<file path="src/rtl/dma_seq_pkg.sv">
// Shared types for the burst DMA sequencer.
package dma_seq_pkg;
    typedef enum logic [2:0] {
        ST_IDLE,
        ST_LAT,
        ST_READ,
        ST_WRITE,
        ST_YIELD
    } seq_state_e;
endpackage

</file>
<file path="src/rtl/dma_seq_fsm.sv">
// Control sequencer: owns the enable flag, the start-latency count and the
// read/write/yield state. Assumes bus_ack is only meaningful during a bus cycle
// and that START_LAT is at least 1.
module dma_seq_fsm
    import dma_seq_pkg::*;
#(
    parameter int START_LAT = 3
) (
    input  logic       clk,
    input  logic       rst_n,
    input  logic       en_set,
    input  logic       yield_mode,
    input  logic       ext_breq,
    input  logic       bus_ack,
    input  logic       cnt_zero,
    input  logic       cnt_last,
    output seq_state_e state_q,
    output logic       en_q,
    output logic       en_nxt,
    output logic       rd_done,
    output logic       wr_done
);
    localparam int LW = $clog2(START_LAT + 1);

    seq_state_e     state_d;
    seq_state_e     unit_next;
    logic           en_d;
    logic [LW-1:0]  lat_q, lat_d;

    // State at a unit boundary: release the bus or start the next read.
    always_comb unit_next = (yield_mode && ext_breq) ? ST_YIELD : ST_READ;

    // Next-state, enable and latency logic.
    always_comb begin
        state_d = state_q;
        en_d    = en_q;
        lat_d   = lat_q;
        unique case (state_q)
            ST_IDLE: begin
                if (en_set) begin
                    en_d    = 1'b1;
                    lat_d   = LW'(1);
                    state_d = ST_LAT;
                end
            end
            ST_LAT: begin
                if (lat_q == LW'(START_LAT)) begin
                    if (cnt_zero) begin
                        en_d    = 1'b0;
                        state_d = ST_IDLE;
                    end else begin
                        state_d = unit_next;
                    end
                end else begin
                    lat_d = lat_q + LW'(1);
                end
            end
            ST_READ: begin
                if (bus_ack) state_d = ST_WRITE;
            end
            ST_WRITE: begin
                if (bus_ack) begin
                    if (cnt_last) begin
                        en_d    = 1'b0;
                        state_d = ST_IDLE;
                    end else begin
                        state_d = unit_next;
                    end
                end
            end
            ST_YIELD: begin
                if (!ext_breq) state_d = ST_READ;
            end
            default: state_d = ST_IDLE;
        endcase
    end

    // State, enable and latency registers.
    always_ff @(posedge clk) begin
        if (!rst_n) begin
            state_q <= ST_IDLE;
            en_q    <= 1'b0;
            lat_q   <= '0;
        end else begin
            state_q <= state_d;
            en_q    <= en_d;
            lat_q   <= lat_d;
        end
    end

    // Completion strobes and look-ahead enable for the datapath and the grant logic.
    always_comb begin
        en_nxt  = en_d;
        rd_done = (state_q == ST_READ)  && bus_ack;
        wr_done = (state_q == ST_WRITE) && bus_ack;
    end
endmodule

</file>
<file path="src/rtl/dma_addr_reg.sv">
// Loadable address register that steps by a fixed unit size.
// Assumes load and advance never occur together; load wins if they do.
module dma_addr_reg #(
    parameter int AW   = 16,
    parameter int STEP = 2
) (
    input  logic          clk,
    input  logic          rst_n,
    input  logic          load,
    input  logic [AW-1:0] load_value,
    input  logic          advance,
    output logic [AW-1:0] addr_q
);
    // Address update: load from software or step after a completed access.
    always_ff @(posedge clk) begin
        if (!rst_n)       addr_q <= '0;
        else if (load)    addr_q <= load_value;
        else if (advance) addr_q <= addr_q + AW'(STEP);
    end
endmodule

</file>
<file path="src/rtl/dma_seq_path.sv">
// Datapath: unit count, source and destination address registers and the
// read-data holding register. Loads are accepted only while load_ok is high.
module dma_seq_path #(
    parameter int AW         = 16,
    parameter int DW         = 16,
    parameter int CW         = 8,
    parameter int UNIT_BYTES = 2
) (
    input  logic          clk,
    input  logic          rst_n,
    input  logic          load_ok,
    input  logic          cnt_load,
    input  logic [CW-1:0] cnt_value,
    input  logic          src_load,
    input  logic [AW-1:0] src_value,
    input  logic          dst_load,
    input  logic [AW-1:0] dst_value,
    input  logic          rd_done,
    input  logic          wr_done,
    input  logic [DW-1:0] bus_rdata,
    output logic [AW-1:0] src_q,
    output logic [AW-1:0] dst_q,
    output logic [DW-1:0] buf_q,
    output logic          cnt_zero,
    output logic          cnt_last
);
    localparam int NPTR = 2;

    logic [CW-1:0] cnt_q;
    logic [AW-1:0] ptr_value [NPTR];
    logic [AW-1:0] ptr_q     [NPTR];
    logic          ptr_load  [NPTR];
    logic          ptr_step  [NPTR];

    // Map source (0) and destination (1) onto the shared pointer slots.
    always_comb begin
        ptr_value[0] = src_value;
        ptr_load[0]  = src_load && load_ok;
        ptr_step[0]  = rd_done;
        ptr_value[1] = dst_value;
        ptr_load[1]  = dst_load && load_ok;
        ptr_step[1]  = wr_done;
        src_q        = ptr_q[0];
        dst_q        = ptr_q[1];
    end

    for (genvar gi = 0; gi < NPTR; gi++) begin : g_ptr
        dma_addr_reg #(.AW(AW), .STEP(UNIT_BYTES)) i_ptr (
            .clk        (clk),
            .rst_n      (rst_n),
            .load       (ptr_load[gi]),
            .load_value (ptr_value[gi]),
            .advance    (ptr_step[gi]),
            .addr_q     (ptr_q[gi])
        );
    end

    // Unit counter: load while idle, count down per completed write.
    always_ff @(posedge clk) begin
        if (!rst_n)                  cnt_q <= '0;
        else if (cnt_load && load_ok) cnt_q <= cnt_value;
        else if (wr_done)            cnt_q <= cnt_q - CW'(1);
    end

    // Holding register for the data returned by the read cycle.
    always_ff @(posedge clk) begin
        if (!rst_n)       buf_q <= '0;
        else if (rd_done) buf_q <= bus_rdata;
    end

    // Terminal-count decodes for the sequencer.
    always_comb begin
        cnt_zero = (cnt_q == '0);
        cnt_last = (cnt_q == CW'(1));
    end
endmodule

</file>
<file path="src/rtl/dma_chan_hold.sv">
// Holds transfer requests from other channels and issues one-cycle one-hot
// grants, lowest index first, only while grant_ok is high.
module dma_chan_hold #(
    parameter int NCH = 4
) (
    input  logic           clk,
    input  logic           rst_n,
    input  logic [NCH-1:0] chan_req,
    input  logic           grant_ok,
    output logic [NCH-1:0] chan_grant
);
    logic [NCH-1:0] pend_q;
    logic [NCH-1:0] all_req;
    logic [NCH-1:0] pick;
    logic [NCH-1:0] grant_d;

    // Lowest set bit of the pending and incoming requests.
    always_comb begin
        all_req = pend_q | chan_req;
        pick    = all_req & (~all_req + NCH'(1));
        grant_d = grant_ok ? pick : '0;
    end

    // Pending set and grant register.
    always_ff @(posedge clk) begin
        if (!rst_n) begin
            pend_q     <= '0;
            chan_grant <= '0;
        end else begin
            pend_q     <= all_req & ~grant_d;
            chan_grant <= grant_d;
        end
    end
endmodule

</file>
<file path="src/rtl/burst_dma_seq.sv">
// Single-channel burst DMA sequencer with dual-address read/write units,
// an optional bus-release mode and holding of other channels' requests.
// Assumes the bus slave holds bus_ack for exactly one cycle per access.
module burst_dma_seq
    import dma_seq_pkg::*;
#(
    parameter int AW         = 16,
    parameter int DW         = 16,
    parameter int CW         = 8,
    parameter int NCH        = 4,
    parameter int START_LAT  = 3,
    parameter int UNIT_BYTES = 2
) (
    input  logic           clk,
    input  logic           rst_n,
    input  logic           en_set,
    input  logic           yield_mode,
    input  logic           cnt_load,
    input  logic [CW-1:0]  cnt_value,
    input  logic           src_load,
    input  logic [AW-1:0]  src_value,
    input  logic           dst_load,
    input  logic [AW-1:0]  dst_value,
    output logic           bus_cyc,
    output logic           bus_we,
    output logic [AW-1:0]  bus_addr,
    output logic [DW-1:0]  bus_wdata,
    input  logic [DW-1:0]  bus_rdata,
    input  logic           bus_ack,
    input  logic           ext_breq,
    output logic           bus_yield,
    output logic           end_strobe,
    output logic           busy,
    input  logic [NCH-1:0] chan_req,
    output logic [NCH-1:0] chan_grant
);
    seq_state_e    state_q;
    logic          en_q, en_nxt, rd_done, wr_done;
    logic          cnt_zero, cnt_last;
    logic [AW-1:0] src_q, dst_q;
    logic [DW-1:0] buf_q;

    dma_seq_fsm #(.START_LAT(START_LAT)) i_fsm (
        .clk        (clk),
        .rst_n      (rst_n),
        .en_set     (en_set),
        .yield_mode (yield_mode),
        .ext_breq   (ext_breq),
        .bus_ack    (bus_ack),
        .cnt_zero   (cnt_zero),
        .cnt_last   (cnt_last),
        .state_q    (state_q),
        .en_q       (en_q),
        .en_nxt     (en_nxt),
        .rd_done    (rd_done),
        .wr_done    (wr_done)
    );

    dma_seq_path #(.AW(AW), .DW(DW), .CW(CW), .UNIT_BYTES(UNIT_BYTES)) i_path (
        .clk       (clk),
        .rst_n     (rst_n),
        .load_ok   (!en_q),
        .cnt_load  (cnt_load),
        .cnt_value (cnt_value),
        .src_load  (src_load),
        .src_value (src_value),
        .dst_load  (dst_load),
        .dst_value (dst_value),
        .rd_done   (rd_done),
        .wr_done   (wr_done),
        .bus_rdata (bus_rdata),
        .src_q     (src_q),
        .dst_q     (dst_q),
        .buf_q     (buf_q),
        .cnt_zero  (cnt_zero),
        .cnt_last  (cnt_last)
    );

    dma_chan_hold #(.NCH(NCH)) i_hold (
        .clk        (clk),
        .rst_n      (rst_n),
        .chan_req   (chan_req),
        .grant_ok   (!en_nxt),
        .chan_grant (chan_grant)
    );

    // Bus-side decodes of the sequencer state.
    always_comb begin
        bus_cyc    = (state_q == ST_READ) || (state_q == ST_WRITE);
        bus_we     = (state_q == ST_WRITE);
        bus_addr   = bus_we ? dst_q : src_q;
        bus_wdata  = buf_q;
        bus_yield  = (state_q == ST_YIELD);
        end_strobe = (state_q == ST_WRITE) && cnt_last;
        busy       = en_q;
    end
endmodule

</file>
<file path="config.mk">
export PLATFORM = sky130hd
export DESIGN_NAME = burst_dma_seq
export DESIGN_NICKNAME = d
export VERILOG_FILES = /design/src/rtl/dma_seq_pkg.sv /design/src/rtl/dma_seq_fsm.sv /design/src/rtl/dma_addr_reg.sv /design/src/rtl/dma_seq_path.sv /design/src/rtl/dma_chan_hold.sv /design/src/rtl/burst_dma_seq.sv
export SDC_FILE = /design/constraint.sdc
export NUM_CORES = 1
export LEC_CHECK = 0
export BUFFER_PORTS_ARGS = -buffer_cell sky130_fd_sc_hd__buf_2
export CAP_MARGIN = 20
export CORE_MARGIN = 8
export CORE_UTILIZATION = 41
export DETAILED_ROUTE_END_ITERATION = 6
export MAX_ROUTING_LAYER = met4
export PLACE_DENSITY = 0.66
export SLEW_MARGIN = 20
export SYNTH_ARGS = -nofsm -noshare
export SYNTH_HDL_FRONTEND = slang
export SYNTH_SLANG_ARGS = --single-unit
</file>
<file path="constraint.sdc">
create_clock -name clk -period 2.3 [get_ports clk]
set_input_delay 0.46 -clock clk [delete_from_list [all_inputs] [get_ports clk]]
set_output_delay 0.46 -clock clk [all_outputs]
set_load 0.02 [all_outputs]
</file>
==> results_dict.tcl <==
set metrics [dict create \
    outcome "completed" \
    cts.hold.buffers_added 0 \
    h-tree-depth 3 \
    first_pass_iters 5 \
    maxSlewHeadroom_pct 56.1 \
    dp_slack_ns 0.364 \
    portBuffers 109 \
    coreArea_um2 8220 \
    grt_pass1_vias 3522 \
    leakage_nw 1.85 \
    synth_cell_types 46 \
    final_cell_mix "buf_2, nand2_1, dfxtp_1, o21ai_0, a21oi_1" \
    cp_cell_sequence "nor3_1 -> nand2_1 -> nor2_1 -> buf_2" \
    yosysSeqAreaShare_pct 40.2 \
    crit_arrival_ns 1.65 \
    wl_per_cell_um 15.5 \
    cpLargestDelayFamily "simple AND/OR/NAND/NOR gates" \
    required_ns 1.84 \
    numCtsBuffers 9 \
    ys_seq_elements 70 \
    cap_violations 0 \
    cts_root_buf "clkbuf_8" \
    synth_top_family_by_area "simple AND/OR/NAND/NOR gates" \
    min_period_over_period_pct 91.6 \
    synth_edf_count 0 \
    drt_iter0_markers 159 \
    drcViolationCount 0 \
    die_h_um 108 \
    start_util_pct 42.4 \
    cts.path.max_buffers 2 \
    fmax_ghz 0.475 \
    synth_warnings 0 \
    fin_nets 621 \
    peakVddDrop_mv 0.432 \
    hold_path.class "input pin to flip-flop" \
    cpPeakStageDelay_ns 0.47 \
    crit_slowest_cell "nor3_1" \
    ant_nets 0 \
    tightest_slew_ns 0.650 \
    wl_met3_um 819 \
    routed.top_layer "met4" \
    drv_slew 0 \
    grtUsageTotal_pct 17.9 \
    syn_nets 517 \
    grt_pass1_wl_mm 16.6 \
    setup_violations 0 \
    final_common_cell "buf_2" \
    cts.clk_slew.worst_paths_ns 0.08 \
    synth-compound-area-share_pct 17.5 \
    wirelength_mm 10.2 \
    worst-path-max-fanout 5 \
    cts_tree "yes" \
    synth_simple_gate_area_share_pct 26.9 \
    rsz0062_at_grt "no" \
    hold_viol 0 \
    grt-ovfl-total 0 \
    critPathLaunchType "flip-flop" \
    m1WireLength_mm 4.48 \
    globalplace.congestion 0.835 \
    viasPerCell 5.30 \
    avgSynthCellArea_um2 7.88 \
    synth-adder-area-share_pct 2.16 \
    ios 110 \
    synth_xor_area_share_pct 6.54 \
    dp_hpwl_mm 7.49 \
    critPathCaptureType "primary output" \
    dieWidth_um 108 \
    fillCellCount 838 \
    antenna_found_initial 2 \
    worst_slack_ns 0.194 \
    fin_util_pct 52.9 \
    power_density_nw_per_um2 643 \
    synth_area_um2 3480 \
    async_flop_share_pct 0 \
    rows 33 \
    clock_sinks 70 \
    fin_skew_ns 0.00867 \
    dieArea_um2 11700 \
    tns_ns 0 \
    drive_above_1_share_pct 26.7 \
    period_minus_slack_ns 2.11 \
    crit_type "flip-flop to primary output" \
    grt_max_degree 32 \
    num_vias 3486 \
    synthCells 442 \
    synthFlopType "dfxtp_1" \
    area_delta_synth_final_pct 24.8 \
    synth.mux.area_fraction_pct 2.08 \
    met2_length_mm 4.83 \
    insertion_delay_ns 0.35 \
    crit_buf_inv 1 \
]
## kinds of logic (layout without fill, tap and decap cells)
logic type	count (synthesis)	in the layout
AO/OA/AOI/OAI	104	104
XOR/XNOR	26	26
adder cells (fa/ha/maj)	6	6
buffers and inverters	36	145
flip-flops	70	70
multiplexers	7	7
other	0	2
AND/OR/NAND/NOR	193	193
## final cells by class
cell class	instances	area [um^2]	area share (%)
Antenna cell	2	5.00	0.115
Clock buffer	10	138	3.17
Clock inverter	6	61.3	1.41
Inverter	8	33.8	0.777
Multi-Input combinational cell	336	1920	44.3
Sequential cell	70	1400	32.3
Tap cell	105	131	3.02
Timing Repair Buffer	121	648	14.9
## stage by stage
stage	cells	power (W)	instance area [um^2]	hold WS, ns
final	658	0.00279	4350	0.307
after global routing	658	0.00292	4350	0.311
after CTS	655	0.00281	4320	0.291
after detailed placement	639	0.00180	4120	0.435
after global placement	639	0.00179	4120	0.439
after floorplan	442	0.00163	3480	0.417
## cells in the mapped netlist (3+ instances only)
| cell | number | area share (%) |
|---|---|---|
| nand2_1 | 94 | 10 |
| a211oi_1 | 16 | 3.4 |
| xnor2_1 | 9 | 2.3 |
| o21ai_0 | 34 | 4.9 |
| nor3_1 | 6 | 0.86 |
| nor2_1 | 30 | 3.2 |
| a21oi_1 | 31 | 4.5 |
| mux2i_1 | 5 | 1.4 |
| a31oi_1 | 10 | 1.8 |
| or3_1 | 5 | 0.90 |
| or4_1 | 4 | 0.86 |
| clkbuf_1 | 19 | 2.0 |
| buf_2 | 5 | 0.72 |
| and3_1 | 6 | 1.1 |
| inv_1 | 8 | 0.86 |
| nand3_1 | 12 | 1.7 |
| nor4_1 | 6 | 1.1 |
| o31ai_1 | 5 | 1.1 |
| nand4_1 | 10 | 1.8 |
| dfxtp_1 | 70 | 40 |
| ha_1 | 6 | 2.2 |
| nand2b_1 | 3 | 0.54 |
| xor2_1 | 17 | 4.3 |
## final timing paths
| path | start | end | slack [ns] | depth (start not counted) |
|---|---|---|---|---|
| max | i_path.cnt_q[2] | end_strobe | 0.19 | 4 |
| min | chan_req[0] | i_hold.chan_grant[1] | 0.31 | 2 |
| max reg2reg | i_path.g_ptr[1].i_ptr.addr_q[7] | i_path.g_ptr[1].i_ptr.addr_q[14] | 0.53 | 4 |
| min reg2reg | i_path.buf_q[12] | i_path.buf_q[12] | 0.46 | 2 |
## metal layers
metal / vias up / track usage, %
li1: 1769 / -
met1: 1584 / 21.3
met2: 127 / 28.8
met3: 6 / 5.95
met4: 0 / 3.67
met5: - / -
## repair_timing
item	in CTS	in global routing
cloned	0	0
gates resized for setup	1	2
setup endpoints to repair	11	16
setup buffers	0	1
## sequential cells by signal, summed over array words and instances (netlist names)
name	flops
i_path.cnt_q	8
i_fsm.lat_q	2
i_hold.pend_q	4
i_hold.chan_grant	4
i_fsm.state_q	3
i_path.g_ptr.i_ptr.addr_q	32
i_path.buf_q	16
i_fsm.en_q	1
## power by group
| group | switching [W] | leakage [nW] | internal (W) |
|---|---|---|---|
| clock network | 0.000490 | 0.102 | 0.000527 |
| registers | 0.0000898 | 0.576 | 0.00129 |
| logic | 0.000227 | 1.17 | 0.000171 |
| total | 0.000807 | 1.85 | 0.00199 |
(Power assumes the default switching activity.)
